File: src/rtl/dispreg_pkg.sv
package dispreg_pkg;

    localparam int OFS_SEQ_IDX = 4;
    localparam int OFS_SEQ_DAT = 5;
    localparam int OFS_MASK    = 6;
    localparam int OFS_GFX_IDX = 14;
    localparam int OFS_GFX_DAT = 15;
    localparam int OFS_CRT_IDX = 20;
    localparam int OFS_CRT_DAT = 21;

    localparam int PIXFMT_REG  = 7;

    typedef enum logic [2:0] {
        UL_IDLE,
        UL_SEEN1,
        UL_SEEN2,
        UL_SEEN3,
        UL_ARMED
    } unlock_e;

    typedef enum logic [2:0] {
        PORT_NONE,
        PORT_SEQ_I,
        PORT_SEQ_D,
        PORT_CRT_I,
        PORT_CRT_D,
        PORT_GFX_I,
        PORT_GFX_D,
        PORT_MASK
    } port_e;

    function automatic port_e decode_port(input int unsigned ofs);
        port_e p;
        p = PORT_NONE;
        unique case (ofs)
            OFS_SEQ_IDX: p = PORT_SEQ_I;
            OFS_SEQ_DAT: p = PORT_SEQ_D;
            OFS_CRT_IDX: p = PORT_CRT_I;
            OFS_CRT_DAT: p = PORT_CRT_D;
            OFS_GFX_IDX: p = PORT_GFX_I;
            OFS_GFX_DAT: p = PORT_GFX_D;
            OFS_MASK:    p = PORT_MASK;
            default:     p = PORT_NONE;
        endcase
        return p;
    endfunction

endpackage

File: src/rtl/dispreg_bank.sv
module dispreg_bank #(
    parameter int N = 8
) (
    input  logic           clk,
    input  logic           rst_n,
    input  logic           idx_we,
    input  logic           dat_we,
    input  logic [7:0]     wdata,
    output logic [7:0]     idx_q,
    output logic [7:0]     rd_val,
    output logic [N*8-1:0] flat_q
);
    localparam int NREG = (N > 256) ? 256 : N;

    logic [7:0] regs [NREG];

    // index register
    always_ff @(posedge clk) begin
        if (!rst_n) begin
            idx_q <= '0;
        end else if (idx_we) begin
            idx_q <= wdata;
        end
    end

    // one storage byte per implemented register
    for (genvar i = 0; i < NREG; i++) begin : g_reg
        always_ff @(posedge clk) begin
            if (!rst_n) begin
                regs[i] <= '0;
            end else if (dat_we && (idx_q == 8'(i))) begin
                regs[i] <= wdata;
            end
        end
        assign flat_q[i*8 +: 8] = regs[i];
    end

    if (N > NREG) begin : g_pad
        assign flat_q[N*8-1:NREG*8] = '0;
    end

    // selected register, zero outside the implemented range
    always_comb begin
        rd_val = '0;
        for (int i = 0; i < NREG; i++) begin
            if (idx_q == 8'(i)) begin
                rd_val = regs[i];
            end
        end
    end

endmodule

File: src/rtl/dispreg_unlock.sv
module dispreg_unlock
    import dispreg_pkg::*;
(
    input  logic clk,
    input  logic rst_n,
    input  logic mask_rd,
    input  logic mask_wr,
    input  logic other_acc,
    output logic armed
);
    unlock_e state_q;
    unlock_e state_d;

    // next state
    always_comb begin
        state_d = state_q;
        if (other_acc || mask_wr) begin
            state_d = UL_IDLE;
        end else if (mask_rd) begin
            unique case (state_q)
                UL_IDLE:  state_d = UL_SEEN1;
                UL_SEEN1: state_d = UL_SEEN2;
                UL_SEEN2: state_d = UL_SEEN3;
                UL_SEEN3: state_d = UL_ARMED;
                UL_ARMED: state_d = UL_ARMED;
                default:  state_d = UL_IDLE;
            endcase
        end
    end

    // state register
    always_ff @(posedge clk) begin
        if (!rst_n) begin
            state_q <= UL_IDLE;
        end else begin
            state_q <= state_d;
        end
    end

    // outputs
    always_comb begin
        unique case (state_q)
            UL_ARMED: armed = 1'b1;
            default:  armed = 1'b0;
        endcase
    end

endmodule

File: src/rtl/dispreg_frontend.sv
module dispreg_frontend
    import dispreg_pkg::*;
#(
    parameter int ADDR_W = 5,
    parameter int SEQ_N  = 8,
    parameter int CRT_N  = 32,
    parameter int GFX_N  = 16
) (
    input  logic               clk,
    input  logic               rst_n,
    input  logic [ADDR_W-1:0]  bus_addr,
    input  logic               bus_rd,
    input  logic               bus_wr,
    input  logic [7:0]         bus_wdata,
    output logic [7:0]         bus_rdata,
    output logic [SEQ_N*8-1:0] seq_regs_o,
    output logic [CRT_N*8-1:0] crt_regs_o,
    output logic [GFX_N*8-1:0] gfx_regs_o,
    output logic [7:0]         pix_mask_o,
    output logic [7:0]         colour_mode_o,
    output logic [5:0]         pix_bpp_o
);
    port_e      port;
    logic       acc_rd;
    logic       acc_wr;
    logic       armed;
    logic [7:0] seq_idx, crt_idx, gfx_idx;
    logic [7:0] seq_rd, crt_rd, gfx_rd;
    logic [7:0] rd_mux;

    assign port   = decode_port(int'(bus_addr));
    assign acc_wr = bus_wr;
    assign acc_rd = bus_rd & ~bus_wr;

    dispreg_bank #(.N(SEQ_N)) u_seq (
        .clk    (clk),
        .rst_n  (rst_n),
        .idx_we (acc_wr && port == PORT_SEQ_I),
        .dat_we (acc_wr && port == PORT_SEQ_D),
        .wdata  (bus_wdata),
        .idx_q  (seq_idx),
        .rd_val (seq_rd),
        .flat_q (seq_regs_o)
    );

    dispreg_bank #(.N(CRT_N)) u_crt (
        .clk    (clk),
        .rst_n  (rst_n),
        .idx_we (acc_wr && port == PORT_CRT_I),
        .dat_we (acc_wr && port == PORT_CRT_D),
        .wdata  (bus_wdata),
        .idx_q  (crt_idx),
        .rd_val (crt_rd),
        .flat_q (crt_regs_o)
    );

    dispreg_bank #(.N(GFX_N)) u_gfx (
        .clk    (clk),
        .rst_n  (rst_n),
        .idx_we (acc_wr && port == PORT_GFX_I),
        .dat_we (acc_wr && port == PORT_GFX_D),
        .wdata  (bus_wdata),
        .idx_q  (gfx_idx),
        .rd_val (gfx_rd),
        .flat_q (gfx_regs_o)
    );

    dispreg_unlock u_unlock (
        .clk       (clk),
        .rst_n     (rst_n),
        .mask_rd   (acc_rd && port == PORT_MASK),
        .mask_wr   (acc_wr && port == PORT_MASK),
        .other_acc ((acc_rd || acc_wr) && port != PORT_MASK),
        .armed     (armed)
    );

    // mask and hidden colour-mode registers
    always_ff @(posedge clk) begin
        if (!rst_n) begin
            pix_mask_o    <= '0;
            colour_mode_o <= '0;
        end else if (acc_wr && port == PORT_MASK) begin
            if (armed) begin
                colour_mode_o <= bus_wdata;
            end else begin
                pix_mask_o <= bus_wdata;
            end
        end
    end

    // read mux
    always_comb begin
        unique case (port)
            PORT_SEQ_I: rd_mux = seq_idx;
            PORT_SEQ_D: rd_mux = seq_rd;
            PORT_CRT_I: rd_mux = crt_idx;
            PORT_CRT_D: rd_mux = crt_rd;
            PORT_GFX_I: rd_mux = gfx_idx;
            PORT_GFX_D: rd_mux = gfx_rd;
            PORT_MASK:  rd_mux = pix_mask_o;
            default:    rd_mux = '0;
        endcase
    end

    always_ff @(posedge clk) begin
        if (!rst_n) begin
            bus_rdata <= '0;
        end else if (acc_rd) begin
            bus_rdata <= rd_mux;
        end
    end

    // pixel-format decode of sequencer register 7
    if (SEQ_N > PIXFMT_REG) begin : g_bpp
        logic [4:0] fmt_sel;
        assign fmt_sel = seq_regs_o[PIXFMT_REG*8 +: 5];
        always_comb begin
            unique case (fmt_sel)
                5'h11:   pix_bpp_o = 6'd8;
                5'h17:   pix_bpp_o = 6'd16;
                5'h15:   pix_bpp_o = 6'd24;
                5'h19:   pix_bpp_o = 6'd32;
                default: pix_bpp_o = 6'd0;
            endcase
        end
    end else begin : g_no_bpp
        assign pix_bpp_o = 6'd0;
    end

endmodule

File: config.mk
export PLATFORM = sky130hd
export DESIGN_NAME = dispreg_frontend
export DESIGN_NICKNAME = d
export VERILOG_FILES = /design/src/rtl/dispreg_pkg.sv /design/src/rtl/dispreg_bank.sv /design/src/rtl/dispreg_unlock.sv /design/src/rtl/dispreg_frontend.sv
export SDC_FILE = /design/constraint.sdc
export NUM_CORES = 1
export LEC_CHECK = 0
export ABC_AREA = 1
export BUFFER_PORTS_ARGS = -buffer_cell sky130_fd_sc_hd__buf_2
export CAP_MARGIN = 20
export CORE_MARGIN = 2
export CORE_UTILIZATION = 45
export CTS_CLUSTER_DIAMETER = 200
export DETAILED_ROUTE_END_ITERATION = 16
export GPL_ROUTABILITY_DRIVEN = 0
export HOLD_SLACK_MARGIN = 0.02
export PLACE_DENSITY = 0.68
export SLEW_MARGIN = 20
export SYNTH_ARGS = -nofsm -noshare
export SYNTH_HDL_FRONTEND = slang
export SYNTH_SLANG_ARGS = --single-unit
File: constraint.sdc
create_clock -name clk -period 6.02 [get_ports clk]
set_input_delay 1.204 -clock clk [delete_from_list [all_inputs] [get_ports clk]]
set_output_delay 1.204 -clock clk [all_outputs]
set_load 0.03 [all_outputs]
Word-level counts from Yosys, hierarchy flattened --
Memory sizes are Yosys's and may differ from the RTL's. Cells that the tools add are included.
Storage, ports and cells: bits in registers 51, RAM bits 448, bits of input ports 17, output and inout bits 478, memories 3
Memory list:
- u_crt.regs | depth 32, width 8, read ports 32, clocked after Yosys merged registers in 0, write ports 32, RTL line dispreg_bank.sv:15 | logic [7:0] regs [NREG];
- u_gfx.regs | depth 16, width 8, read ports 16, clocked after Yosys merged registers in 0, write ports 16, RTL line dispreg_bank.sv:15
- u_seq.regs | depth 8, width 8, read ports 8, clocked after Yosys merged registers in 0, write ports 8, RTL line dispreg_bank.sv:15
Operators by class: equality and inequality tests 76, mux-type cells 286, bitwise operators 60, reductions and logical operators 75
Operator list (number):
- $mux W8 | 112
- $mux W1 | 170
- $eq A8 B4 Y1 const B | 16
- $eq A8 B5 Y1 const B | 16
- $eq A8 B3 Y1 const B | 12
- $logic_and A1 B1 Y1 | 65
- $or A1 B1 Y1 | 56
- $pmux W8 S7 | 1
- $eq A8 B2 Y1 const B | 6
- $eq A5 B5 Y1 const B | 6
- $eq A8 B1 Y1 const B | 3
- $logic_not A8 Y1 | 3
- $pmux W6 S4 | 1
- $pmux W3 S7 | 1
- $eq A3 B3 Y1 const B | 5
- $eq A5 B3 Y1 const B | 3
- $eq A3 B2 Y1 const B | 4
- $pmux W3 S4 | 1
- $eq A5 B4 Y1 const B | 2
- $eq A3 B1 Y1 const B | 2
- $reduce_and A2 Y1 | 2
- $reduce_or A2 Y1 | 2
- $logic_not A3 Y1 | 1
- $ne A3 B3 Y1 const B | 1
- other kinds (3) | 6

Depth between registers and ports, before layout --
Gate-level depths: netlist of run 1.
depth in word-level cells 34, mapped depth 40, mapped depth without buffers 40

Modules after synthesis --
A second synthesis of run 1 with hierarchy kept.
Second synthesis, totals: cell total of the unflattened synthesis 2479, area, all modules 23341.1 µm²
Modules (own cells, without submodules):
- dispreg_bank (u_crt) | times used 1, cells an instance 1249, area each 12125.4 µm²
- dispreg_bank (u_gfx) | times used 1, cells an instance 625, area each 6149.6 µm²
- dispreg_bank (u_seq) | times used 1, cells an instance 320, area each 3293.2 µm²
- dispreg_frontend | times used 1, cells an instance 266, area each 1634.1 µm²
- dispreg_unlock | times used 1, cells an instance 19, area each 138.9 µm²

Least setup slack after synthesis of run 1 --
Ideal clock, no wire load.
path type input-to-reg, from in bus_addr[2], to mem u_crt.regs[27][0], in the netlist u_crt.regs[1][88], enable pin, data arrival time 2826 ps, slack 2810 ps, stages on the path 8, path buffers 2, cell sequence inv_1 > nor2_1 > nand3_1 > nor2_1 > nand2_1 > clkbuf_1 > clkbuf_1 > o21ai_0
RTL lines:
- start, declared | RTL line dispreg_frontend.sv:11 | input logic [ADDR_W-1:0] bus_addr,
- end, declared | RTL line dispreg_bank.sv:15

Final worst setup path of run 1 --
from reg u_seq.idx_q[7], to reg bus_rdata[2]
On the way: cells in the longest elaborated chain, start to end 10, elaborated cells between the ends (all ways) 17
Ends and longest elaborated chain:
- start, declared | RTL line dispreg_bank.sv:9 | output logic [7:0] idx_q,
- start signal, assigned | RTL line dispreg_bank.sv:22 | idx_q <= wdata;
- $logic_not A8 Y1 | RTL line dispreg_bank.sv:46 | if (idx_q == 8'(i)) begin
- $mux W8 (7 in a row) | RTL line dispreg_bank.sv:46
- $mux W8 * | RTL line dispreg_bank.sv:46
- $pmux W8 S7 * | RTL line dispreg_frontend.sv:93 | unique case (port)
- end signal, assigned | RTL line dispreg_frontend.sv:109 | bus_rdata <= rd_mux;
- end, declared | RTL line dispreg_frontend.sv:15 | output logic [7:0] bus_rdata,
Every way passes the cells marked *; elsewhere a longest branch is shown, timed or not. A chain may end at the register's enable or synchronous reset.

==> run_results.csv, run 1 <==
group,metric,value,unit
outcome,status,"completed",
floorplan,row_count,81,
cts,cts_setup_buffers,0,
synthesis,synthCells,2318,
setup_path,start_kind,"flop",
synthesis,ys_ff_latch,499,
global_routing,antenna_found_initial,0,
synthesis,synth_area,0.0224,mm^2
setup_path,rr_startpoint,"u_seq.idx_q[7]$_SDFFE_PN0P_",
detailed_routing,vias_per_cell,5.68,
sta,fin_crit_sh,0.720,
sta,finalHoldViolations,0,
cells_and_area,areaGrowthSynthToFinish,20.9,%
synthesis,async_flop_share,0,
setup_path,r2r_cells,14,
floorplan,core_area,0.0491,mm^2
cts,numCtsBuffers,52,
detailed_routing,drt-initial-drc-count,2608,
power,pwr-share-clk,0.402,
floorplan,num_io_pins,495,
setup_path,ff2ff_setup_slack,1.68,ns
cts,cts_buffer_depth,3,
sta,rsz0062_at_grt,"false",
global_routing,grt_pass1_vias,18700,
power,p_int,5.78,mW
sta,worst_slack,1.68,ns
sta,tightest_slew,1.17,ns
cts,holdBufCountCts,0,
setup_path,worstSetupPathType,"reg2reg",
detailed_routing,drc,0,
global_routing,grt_pass1_wl,115000,um
hold_path,min_path_cells,2,
power,power_density,287,mW/mm^2
global_routing,grt.overflow.total,0,
power,vdd_drop_max,0.233,mV
floorplan,initial_utilization,0.457,
power,switching_share,0.257,
sta,relSlewSlack,0.203,
power,p_switching,2.00,mW
hold_path,hold_class,"reg2reg",
synthesis,synthFlopType,"edfxtp_1",
sta,slew_viol_final,0,
cells_and_area,drive_gt1_frac,0.240,
floorplan,dieHeight,227,um
detailed_routing,dr.pass1.iters,6,
synthesis,synthTopCellsByArea,"edfxtp_1, nor2_1, nand2_1",
power,pwr-share-seq,0.509,
cells_and_area,multi_input_area,0.00685,mm^2
sta,fin_setup_tns,0,ns
synthesis,ys_seq_area_frac,0.646,
synthesis,synth_top_area_share,0.600,
cts,clk-insertion-delay-late,0.60,ns
cts,cts_root_buf,"clkbuf_16",
synthesis,syn_avg_cell_area,9.67,um^2
floorplan,die-area,0.0516,mm^2
setup_path,crit_arrival,4.80,ns
setup_path,reg2reg_to,"bus_rdata[2]$_SDFFE_PN0P_",
setup_path,critPathCaptureType,"flop",
synthesis,synth_cell_types,45,
power,comb_power_share,0.089,
sta,fin_crit,4.34,ns
cts,cts_resized,0,
cts,clock_sinks,499,
hold_path,min-delay-start,"colour_mode_o[6]$_SDFFE_PN0P_",
detailed_routing,wire_per_inst,23.1,um
cells_and_area,antenna_cells,0,
sta,fin_skew,0.0276,ns
synthesis,synth-edff-count,448,
sta,max_freq,231,MHz
cts,htreeDepth,2,
detailed_routing,ant_nets,0,
global_routing,grt_max_degree,88,
placement,place_ws,1.60,ns
detailed_routing,routed_wirelength,80800,um
detailed_routing,via_count,19900,
setup_path,cp.required,6.48,ns
cts,clkTransAtPathRegs,0.06,ns
power,p_leak,11.5,nW
cells_and_area,layout.nets,2805,
cells_and_area,seq_area,0.0145,mm^2
placement,dpl.hpwl,57100,um
setup_path,path_max_fanout,10,
synthesis,yosysWarnings,0,
sta,finalSetupViolCount,0,
hold_path,holdPathEnd,"colour_mode_o[6]$_SDFFE_PN0P_",
synthesis,yosys.area.top_type,"edfxtp_1",
cells_and_area,nFillCells,4429,
cts,cts_tree,"yes",
floorplan,die_x,227,um
job,maxCapViolCount,0,
global_routing,grt_usage,0.301,
placement,port_buffers,491,
==> power groups by stage <==
stage,logic [mW],registers [mW],clock network (mW)
finish,0.692,3.96,3.13
global route,0.722,3.96,3.27
CTS,0.682,3.96,3.15
detailed placement,0.680,4.03,0
global placement,0.677,4.03,0
floorplan,0.204,4.22,0
==> worst max-delay path: stages, from the launching register on <==
cell and delay (ns):
dfxtp_1 0.32, nor4_1 0.54, inv_1 0.08, nor2_1 0.17, inv_1 0.11, nor2_1 0.65
inv_1 0.28, nor2_1 0.16, o211ai_1 0.14, o22ai_1 0.25, a21oi_1 0.17, a2111oi_0 1.02
nand2_1 0.12, nand2_1 0.13, a21oi_2 0.05
==> routing by layer <==
metal,part of all wire,vias up,global-route usage
met5,0,-,0
met4,0.048,0,0.144
met3,0.13,243,0.0700
met2,0.45,1420,0.461
met1,0.38,9419,0.406
li1,-,8768,-
==> worst max-delay path by stage <==
stage                                start                          endpoint
6_report       u_seq.idx_q[7]$_SDFFE_PN0P_         bus_rdata[2]$_SDFFE_PN0P_
5_1_grt        u_seq.idx_q[7]$_SDFFE_PN0P_         bus_rdata[2]$_SDFFE_PN0P_
4_1_cts        u_seq.idx_q[7]$_SDFFE_PN0P_         bus_rdata[2]$_SDFFE_PN0P_
3_5_place_dp                   bus_addr[2]  u_crt.regs[0][103]$_SDFFCE_PN0P_
3_3_place_gp                   bus_addr[2]   u_crt.regs[0][60]$_SDFFCE_PN0P_
2_1_floorplan                  bus_addr[2]   u_crt.regs[1][88]$_SDFFCE_PN0P_
==> cell families (layout without fill, tap and decap cells) <==
family | after synthesis | in the layout | synth area share
compound gates | 290 | 290 | 0.0732
buf+inv | 286 | 795 | 0.0493
flops | 499 | 499 | 0.646
other cells | 1 | 3 | 0.000167
simple gates | 1242 | 1242 | 0.232
==> cell type report <==
| class | count | share of cell area |
|---|---|---|
| sequential | 499 | 0.534 |
| multi-input combinational | 1535 | 0.253 |
| timing repair buffer | 505 | 0.0951 |
| clock buffer | 61 | 0.0501 |
| tap | 664 | 0.0307 |
| inverter | 195 | 0.0275 |
| clock inverter | 34 | 0.00979 |
==> synth_stat cells, types with 2 or more instances <==
cell,n
buf_6,2
nand4_1,49
a221oi_1,25
a31oi_1,3
a41oi_1,2
or2_2,49
edfxtp_1,448
nor2_1,547
nor2_2,9
a21oi_1,110
nor2_8,2
a211oi_1,2
nor3_1,9
o21ai_1,9
buf_2,2
nor2_4,7
nand3_1,97
nand2_1,461
inv_1,173
o211ai_1,11
nand3_2,3
o2111ai_1,2
nand2_2,3
nor4_1,2
dfxtp_1,51
clkinv_1,4
o22ai_1,13
o21ai_0,105
a311oi_1,2
clkbuf_1,83
buf_4,3
inv_2,17
==> cell usage in the layout, fill, tap and decap left out, drive strengths merged, types with 3 or more instances in the layout <==
| cell | n |
|---|---|
| a221oi | 25 |
| nand4 | 49 |
| nand2 | 465 |
| or2 | 51 |
| clkbuf | 61 |
| a31oi | 3 |
| o22ai | 13 |
| o211ai | 11 |
| nand3 | 100 |
| edfxtp | 448 |
| a21oi | 111 |
| buf | 505 |
| dfxtp | 51 |
| clkinv | 39 |
| bufinv | 4 |
| nor3 | 9 |
| conb | 3 |
| nor2 | 565 |
| inv | 184 |
| o21ai | 114 |
==> registers in the layout, summed over array words and instances (netlist names) <==
signal / flops
u_crt.idx_q: 8
colour_mode_o: 8
bus_rdata: 8
pix_mask_o: 8
u_seq.idx_q: 8
u_gfx.idx_q: 8
u_seq.regs: 64
u_gfx.regs: 128
u_crt.regs: 256
u_unlock.state_q: 3
==> through the flow <==
step	cells	hold slack (ns)	area (um^2)	utilization	total power [mW]
final	3493	0.441	27100	0.552	7.78
after global routing	3493	0.467	27100	0.552	7.95
after CTS	3493	0.443	27100	0.552	7.79
after detailed placement	3398	0.434	25500	0.519	4.71
after global placement	3398	0.429	25500	0.519	4.70
after floorplan	2320	0.444	22400	-	4.42
No activity file was read; power rests on OpenSTA's default activity.
==> inputs of run 2 (changes only) <==
==> constraint.sdc (replaced) <==
create_clock -name clk -period 4.28 [get_ports clk]
set_input_delay 0.856 -clock clk [delete_from_list [all_inputs] [get_ports clk]]
set_output_delay 0.856 -clock clk [all_outputs]
set_load 0.03 [all_outputs]
==> run_results.csv, run 2 (synthesis results as in run 1) <==
group,metric,value,unit
outcome,status,"completed",
floorplan,initial_utilization,0.457,
sta,finalSetupViolCount,0,
setup_path,worstSetupPathType,"reg2reg",
power,power,11.0,mW
detailed_routing,vias_per_cell,5.65,
setup_path,crit_arrival,4.28,ns
placement,port_buffers,491,
cells_and_area,post-route-util,0.561,
power,vdd_drop_max,0.275,mV
floorplan,row_count,81,
power,switching_share,0.258,
cells_and_area,layout.nets,2862,
detailed_routing,ant_nets,0,
setup_path,path_max_fanout,15,
cells_and_area,final_cell_mix,"nor2_1, buf_2, nand2_1",
cts,clkTransAtPathRegs,0.06,ns
cells_and_area,drive_gt1_frac,0.253,
global_routing,grt_max_degree,56,
sta,slew_viol_final,0,
power,p_leak,11.8,nW
cts,clock_sinks,499,
sta,rsz0062_at_grt,"false",
power,pwr-share-seq,0.507,
sta,tightest_slew,1.09,ns
global_routing,grt_usage,0.315,
setup_path,cpMostUsedCell,"nand2_1",
cts,numCtsBuffers,53,
sta,fin_crit,3.81,ns
floorplan,die-area,0.0516,mm^2
global_routing,antenna_found_initial,1,
cells_and_area,largest_reg_flops,256,
detailed_routing,routed_wirelength,83800,um
cts,cts_tree,"yes",
placement,dpl.hpwl,60400,um
cells_and_area,reg_top3,"u_crt.regs: 256 flops, u_gfx.regs: 128 flops, u_seq.regs: 64 flops",
cells_and_area,top_register,"u_crt.regs",
setup_path,start_kind,"flop",
global_routing,grt_pass1_vias,19000,
detailed_routing,wire_per_inst,23.6,um
cells_and_area,nFillCells,4364,
setup_path,path_buf_inv,1,
setup_path,critPathCaptureType,"flop",
sta,finalHoldViolations,0,
placement,placed_area,0.0259,mm^2
sta,fin_setup_tns,0,ns
setup_path,cp_slowest_stage_delay,0.48,ns
setup_path,path_delay_family,"simple AND/OR/NAND/NOR gates",
cts,htreeDepth,2,
global_routing,grt.overflow.total,0,
floorplan,num_io_pins,495,
cts,cts_resized,0,
power,p_switching,2.84,mW
cts,cts_buffer_depth,3,
power,comb_power_share,0.090,
detailed_routing,met2_wirelength,38400,um
sta,relSlewSlack,0.264,
cells_and_area,areaGrowthSynthToFinish,22.7,%
detailed_routing,via_count,20100,
setup_path,crit_slowest_cell,"nor2_2",
detailed_routing,drt-initial-drc-count,2466,
detailed_routing,drc,0,
sta,fin_crit_sh,0.889,
floorplan,die_x,227,um
power,pwr-share-clk,0.402,
placement,post-place-cells,3453,
setup_path,cp.required,4.75,ns
sta,fin_skew,0.0170,ns
cts,clk-insertion-delay-late,0.61,ns
sta,max_freq,263,MHz
power,power_density,400,mW/mm^2
power,p_int,8.15,mW
setup_path,crit_chain,"nor2_1 -> nand2_4 -> nor2_2 -> inv_1 -> o21ai_1 -> nand4_1 -> o21ai_1 -> nand3_1 -> a21oi_1 -> nand4_1 -> nand2_1 -> nand4_1 -> nor2_1 -> nand4_1 -> nand2_1 -> nand4_1 -> nand2_1 -> nand3_1 -> nand2_1 -> nand4_1 -> nand2_1 -> nand2_1 -> nand2_1 -> a21oi_1",
detailed_routing,dr.pass1.iters,5,
detailed_routing,drt-met1-wl,32900,um
cts,holdBufCountCts,0,
floorplan,core_area,0.0491,mm^2
cts,cts_root_buf,"clkbuf_16",
hold_path,hold_class,"reg2reg",
cells_and_area,fin_cells,3553,
cells_and_area,finalInstanceArea,0.0275,mm^2
floorplan,dieHeight,227,um
job,maxCapViolCount,0,
detailed_routing,routed-wl-met3,9470,um
detailed_routing,top_layer_used,"met5",
cts,cts_setup_buffers,0,
cells_and_area,final_common_cell,"nor2_1",
global_routing,grt_pass1_wl,120000,um
[run 2: final timing paths]
check	start	to	slack, ns	depth (start not counted)
worst max-delay path	u_crt.idx_q[7]$_SDFFE_PN0P_	bus_rdata[1]$_SDFFE_PN0P_	0.47	24
worst min-delay path	colour_mode_o[2]$_SDFFE_PN0P_	colour_mode_o[2]$_SDFFE_PN0P_	0.44	2
worst min register to register	colour_mode_o[2]$_SDFFE_PN0P_	colour_mode_o[2]$_SDFFE_PN0P_	0.44	2
worst max register to register	u_crt.idx_q[7]$_SDFFE_PN0P_	bus_rdata[1]$_SDFFE_PN0P_	0.47	24
[run 2: metrics by stage]
| step | hold slack [ns] | setup WS (ns) |
|---|---|---|
| after global routing | 0.458 | 0.138 |
| after CTS | 0.446 | 0.558 |
| after global placement | 0.430 | 0.571 |
| final | 0.444 | 0.475 |
| after floorplan | 0.444 | 1.42 |
| after detailed placement | 0.436 | 0.572 |
[run 2: power groups by stage]
stage          Clock [mW]  Combinational (mW)  Sequential (mW)
3_3_place_gp            0               0.974             5.67
4_1_cts              4.45               0.983             5.57
2_1_floorplan           0               0.286             5.93
3_5_place_dp            0               0.980             5.67
6_report             4.42               0.993             5.58
5_1_grt              4.62                1.04             5.58
[run 2: area by class of cell]
class | count | area (um^2) | area share
Inverter | 195 | 744 | 0.0271
Sequential cell | 499 | 14500 | 0.526
Clock inverter | 24 | 163 | 0.00591
Tap cell | 664 | 831 | 0.0302
Antenna cell | 1 | 2.50 | 0.0000910
Multi-Input combinational cell | 1535 | 6850 | 0.249
Timing Repair Buffer | 561 | 2980 | 0.108
Clock buffer | 74 | 1470 | 0.0533
[run 2: tightest hold or removal path: cells and delay by family (launching register included)]
family,cells,cell delay (ns)
flip-flops,1,0.31
AO/OA/AOI/OAI,1,0.05
buffers and inverters,1,0.04
[run 2: routing by layer]
metal,track usage,up-vias
li1,-,8872
met1,0.431,9638
met2,0.490,1342
met3,0.0752,219
met4,0.114,2
met5,0,-
